**src/rtl/slot_irq_router.sv**
```systemverilog
module slot_irq_router #(
  parameter int LINES  = 32,
  parameter int SLOT_W = 5,
  parameter int PIN_W  = 2,
  parameter int ADDR_W = 3
) (
  input  logic              clk,
  input  logic              rst_n,
  input  logic              req_valid,
  input  logic [SLOT_W-1:0] req_slot,
  input  logic [PIN_W-1:0]  req_pin,
  input  logic              req_level,
  input  logic              wr_en,
  input  logic [ADDR_W-1:0] wr_addr,
  input  logic [LINES-1:0]  wr_data,
  input  logic [ADDR_W-1:0] rd_addr,
  output logic [LINES-1:0]  rd_data,
  output logic              cpu_irq
);
  localparam int LINE_W = $clog2(LINES);
  localparam logic [ADDR_W-1:0] A_EDGE  = ADDR_W'(0);
  localparam logic [ADDR_W-1:0] A_STEER = ADDR_W'(1);
  localparam logic [ADDR_W-1:0] A_POL   = ADDR_W'(2);
  localparam logic [ADDR_W-1:0] A_SET   = ADDR_W'(3);
  localparam logic [ADDR_W-1:0] A_CLR   = ADDR_W'(4);
  localparam logic [ADDR_W-1:0] A_EN    = ADDR_W'(5);
  localparam logic [ADDR_W-1:0] A_STAT  = ADDR_W'(6);

  logic [LINES-1:0]  edge_cfg, steer_cfg, pol_cfg, set_rec, clr_rec, en_mask, line_lvl;
  logic              pulse_q, map_ok, edge_hit;
  logic [LINE_W-1:0] map_line;

  always_comb begin
    map_ok   = 1'b1;
    map_line = '0;
    if (req_slot == SLOT_W'(5))
      map_line = LINE_W'(req_pin);
    else if (req_slot == SLOT_W'(6))
      map_line = LINE_W'(4);
    else if (req_slot == SLOT_W'(7))
      map_line = LINE_W'(5);
    else if (req_slot >= SLOT_W'(8) && req_slot <= SLOT_W'(12))
      map_line = LINE_W'(req_slot - SLOT_W'(8)) + LINE_W'(req_pin) + LINE_W'(6);
    else
      map_ok = 1'b0;
  end

  assign edge_hit = req_valid & map_ok & req_level & ~line_lvl[map_line]
                  & edge_cfg[map_line] & en_mask[map_line];

  always_ff @(posedge clk) begin
    if (!rst_n) begin
      edge_cfg  <= '0;
      steer_cfg <= '0;
      pol_cfg   <= '1;
      set_rec   <= '0;
      clr_rec   <= '0;
      en_mask   <= '0;
      line_lvl  <= '0;
      pulse_q   <= 1'b0;
    end else begin
      pulse_q <= edge_hit;
      if (req_valid && map_ok)
        line_lvl[map_line] <= req_level;
      if (wr_en) begin
        case (wr_addr)
          A_EDGE:  edge_cfg  <= wr_data;
          A_STEER: steer_cfg <= wr_data;
          A_POL:   pol_cfg   <= wr_data;
          A_SET: begin
            set_rec <= wr_data;
            en_mask <= en_mask | wr_data;
          end
          A_CLR: begin
            clr_rec <= wr_data;
            en_mask <= en_mask & ~wr_data;
          end
          default: ;
        endcase
      end
    end
  end

  assign cpu_irq = pulse_q | (|(en_mask & ~edge_cfg & ~(line_lvl ^ pol_cfg)));

  always_comb begin
    case (rd_addr)
      A_EDGE:  rd_data = edge_cfg;
      A_STEER: rd_data = steer_cfg;
      A_POL:   rd_data = pol_cfg;
      A_SET:   rd_data = set_rec;
      A_CLR:   rd_data = clr_rec;
      A_EN:    rd_data = en_mask;
      A_STAT:  rd_data = line_lvl;
      default: rd_data = '0;
    endcase
  end
endmodule

```
**config.mk**
```make
export PLATFORM = sky130hd
export DESIGN_NAME = slot_irq_router
export DESIGN_NICKNAME = d
export VERILOG_FILES = /design/src/rtl/slot_irq_router.sv
export SDC_FILE = /design/constraint.sdc
export NUM_CORES = 1
export LEC_CHECK = 0
export ABC_CLOCK_PERIOD_IN_PS = 3000
export BUFFER_PORTS_ARGS = -buffer_cell sky130_fd_sc_hd__buf_2
export CORE_UTILIZATION = 45
export DETAILED_ROUTE_END_ITERATION = 10
export PLACE_DENSITY_LB_ADDON = 0.15
export SETUP_SLACK_MARGIN = 0.02
export SYNTH_ARGS = -nofsm -noshare
export SYNTH_HDL_FRONTEND = slang
export SYNTH_SLANG_ARGS = --single-unit
```
**constraint.sdc**
```tcl
create_clock -name clk -period 3 [get_ports clk]
set_clock_uncertainty 0.05 [all_clocks]
set_input_delay 0.45 -clock clk [delete_from_list [all_inputs] [get_ports clk]]
set_output_delay 0.45 -clock clk [all_outputs]
set_load 0.1 [all_outputs]
```
==> flow_metrics.py <==
metrics = {
    "run_status": {
        "outcome": "complete, no violations",
    },
    "clock_network": {
        "clockBufferDepth": 3,
        "clkLatencyLatePin_ns": 0.53,
        "cts-root-buf": "clkbuf_16",
        "cts_inserted_buffers": 26,
        "cts_htree_levels": 1,
        "post-cts-setup-buffers": 0,
        "clkSinkCount": 225,
        "clk_pin_slew_worst_paths_ns": 0.06,
        "cts_tree": "done",
        "ctsHoldBuffers": 0,
    },
    "synthesis": {
        "yosysSeqAreaShare": 0.383,
        "syn_area_per_cell_um2": 8.06,
        "synth-edff-count": 0,
        "synth_area_leaders": "dfxtp_1 38%, nand2_1 13%, a21boi_0 8.5%, mux2i_1 7.0%, nor2_1 2.7%",
        "synth-async-reset-ratio": 0,
        "synth.top_cell.area_share": 0.383,
        "synth_cell_types": 60,
        "syn_inst": 1457,
        "synth_fa_ha_area_frac": 0.0113,
        "synth-xor-area-share": 0.0253,
        "synthesis.area_um2": 11700,
        "yosysWarningCount": 0,
        "yosys.area_share.simple": 0.250,
        "synth_top_family_by_area": "simple AND/OR/NAND/NOR gates",
        "synth_compound_area_frac": 0.173,
        "ys_seq_elements": 225,
        "ys.flop_type": "dfxtp_1",
        "synth_mux_area_frac": 0.114,
        "syn_nets": 1517,
        "synth_largest_area_cell": "dfxtp_1",
    },
    "sta": {
        "fmax_mhz": 344,
        "worst_slew_pin_slew_ns": 1.13,
        "finalSetupViolations": 0,
        "slew_viol_final": 0,
        "rsz0062_at_grt": "true",
        "worst_slack_ns": 0.0950,
        "tns_ns": 0,
        "period_share": 0.968,
        "finalHoldViolCount": 0,
        "slew-limit-headroom": 0.245,
        "period_needed_ns": 2.90,
    },
    "pwr": {
        "power_uw": 7250,
        "p_leak_uw": 0.00541,
        "ir_worst_vdd_uv": 354,
        "powerDensity_nw_per_um2": 513,
    },
    "global_route": {
        "grt_max_degree": 93,
        "grt_pass1_wl_um": 60500,
        "grt_overflow": 0,
        "grt_pass1_vias": 10400,
        "antenna_found_initial": 0,
        "grt_util_all_layers": 0.290,
    },
    "finish": {
        "diodes": 0,
        "final_nets": 1594,
        "syn2layout_area_growth_pct": 20.3,
        "drive_gt1_frac": 0.159,
    },
    "setup_path": {
        "r2r-end": "pulse_q$_SDFF_PN0_",
        "rr_startpoint": "edge_cfg[26]$_SDFFE_PN0P_",
        "crit_fanout": 4,
        "startpoint": "line_lvl[5]$_SDFFE_PN0P_",
        "rr_worst_depth": 6,
        "r2r_setup_slack_ns": 1.43,
        "crit_arrival_ns": 2.40,
        "required_ns": 2.50,
        "worstSetupPathType": "register to primary output",
        "crit_end": "cpu_irq",
        "cp-start-kind": "register",
        "worstSetupEndpointType": "primary output",
    },
    "detailed_routing": {
        "routed_wl_um": 38100,
        "avgViaCountPerCell": 5.73,
        "drtAntennaViolNets": 0,
        "drc_errors": 0,
        "wl_per_cell_um": 20.2,
        "via_count": 10800,
        "first_pass_iters": 5,
        "drtIter0Drc": 897,
    },
    "place": {
        "port_buffers": 82,
        "dp_slack_ns": -0.300,
        "finalWeightedCongestion": 0.955,
        "dp_hpwl_um": 25500,
    },
    "die": {
        "start_util": 0.463,
        "rows": 58,
        "coreArea_um2": 25400,
        "die_w_um": 164,
        "ios": 83,
        "die_height_um": 164,
        "die_area_um2": 26800,
    },
    "min_path": {
        "hp-class": "input pin to register",
    },
    "run": {
        "maxCapViolCount": 0,
    },
}
## cell families after synthesis
family          after synthesis
flops                       225
compound gates              289
simple gates                661
buf+inv                     123
mux                         115
fa+ha+maj                    10
xor+xnor                     34
## how the worst min path moves through the flow
| stage | from | endpoint | slack [ns] | cells past startpoint |
|---|---|---|---|---|
| after CTS | wr_data[17] | pol_cfg[17]$_SDFFE_PN1P_ | 0.15 | 3 |
| after global routing | wr_data[14] | steer_cfg[14]$_SDFFE_PN0P_ | 0.17 | 3 |
| after floorplan | steer_cfg[18]$_SDFFE_PN0P_ | steer_cfg[18]$_SDFFE_PN0P_ | 0.39 | 2 |
| after global placement | steer_cfg[17]$_SDFFE_PN0P_ | steer_cfg[17]$_SDFFE_PN0P_ | 0.40 | 2 |
| final | wr_data[14] | pol_cfg[14]$_SDFFE_PN1P_ | 0.17 | 3 |
| after detailed placement | clr_rec[1]$_SDFFE_PN0P_ | clr_rec[1]$_SDFFE_PN0P_ | 0.41 | 2 |
## where the power goes
part	leakage (uW)	internal (uW)	switching (uW)
Clock	0.000386	1770	1250
Combinational	0.00320	415	701
Sequential	0.00182	3050	53.1
## stage by stage
stage	instances	utilization	hold slack [ns]	area (um^2)
final	1880	0.556	0.167	14100
after global routing	1880	0.556	0.167	14100
after CTS	1880	0.556	0.150	14100
after detailed placement	1836	0.524	0.405	13300
after global placement	1836	0.524	0.399	13300
after floorplan	1457	-	0.390	11800
## worst max-delay path, cell delays in order (launching register included)
cell and delay (ns):
dfxtp_1 0.42, xor2_1 0.17, nor3b_1 0.10, nor4_2 0.34, nand4_1 0.16, nor4_2 0.20, nand4_1 0.23, buf_8 0.24
## timing repair
action                     CTS  global route
setup endpoints to repair    1             1
resized for setup            5             0
pin swaps                    3             2
## layout by cell type (no fill, tap or decap), types with 4 or more instances in the layout
cell	n
clkbuf_16	27
nand2_1	414
a211oi_1	5
a21boi_0	133
nor2_1	82
xor2_1	16
dfxtp_1	225
nand3b_1	14
nor3_1	11
nand2b_1	5
o21ai_2	5
clkbuf_1	11
a22oi_1	6
buf_12	37
buf_2	48
o21ai_0	27
a221o_1	10
nand3_1	36
nand4_1	6
xnor2_1	18
a32oi_1	4
nor3b_1	21
a21oi_1	50
a311oi_1	11
mux4_2	13
buf_4	62
inv_1	23
mux2_2	20
nor2b_1	37
a31oi_1	12
mux2i_1	82
ha_1	9
## cells in the mapped netlist, drive strengths merged, types with 5 or more instances
library cell / n
dfxtp: 225
a311oi: 11
nor3: 13
clkbuf: 84
nand4: 6
nor3b: 24
a21boi: 134
inv: 23
nor4: 5
nor2b: 37
ha: 9
xnor2: 18
mux2: 20
nor2: 85
a32oi: 5
a211oi: 5
nand3b: 14
a31oi: 12
xor2: 16
buf: 16
a21oi: 51
nand3: 39
mux2i: 82
a22oi: 6
o21ai: 35
nand2b: 5
nand2: 414
mux4: 13
a221o: 13
## metal layers
metal	GRT usage	vias up	wire (um)
met1	0.399	5187	17100
li1	-	5158	-
met4	0.0951	0	1250
met2	0.470	345	17500
met5	0	-	0
met3	0.0340	79	2210
## cell type report
type | instances | area, um^2
clock buffers | 40 | 744
clock inverters | 4 | 45.0
well taps | 330 | 413
fillers | 2392 | 11300
multi-input cells | 1109 | 6860
flip-flops and latches | 225 | 4500
repair buffers | 149 | 1470
inverters | 23 | 86.3
No activity file was read; power rests on OpenSTA's default activity.
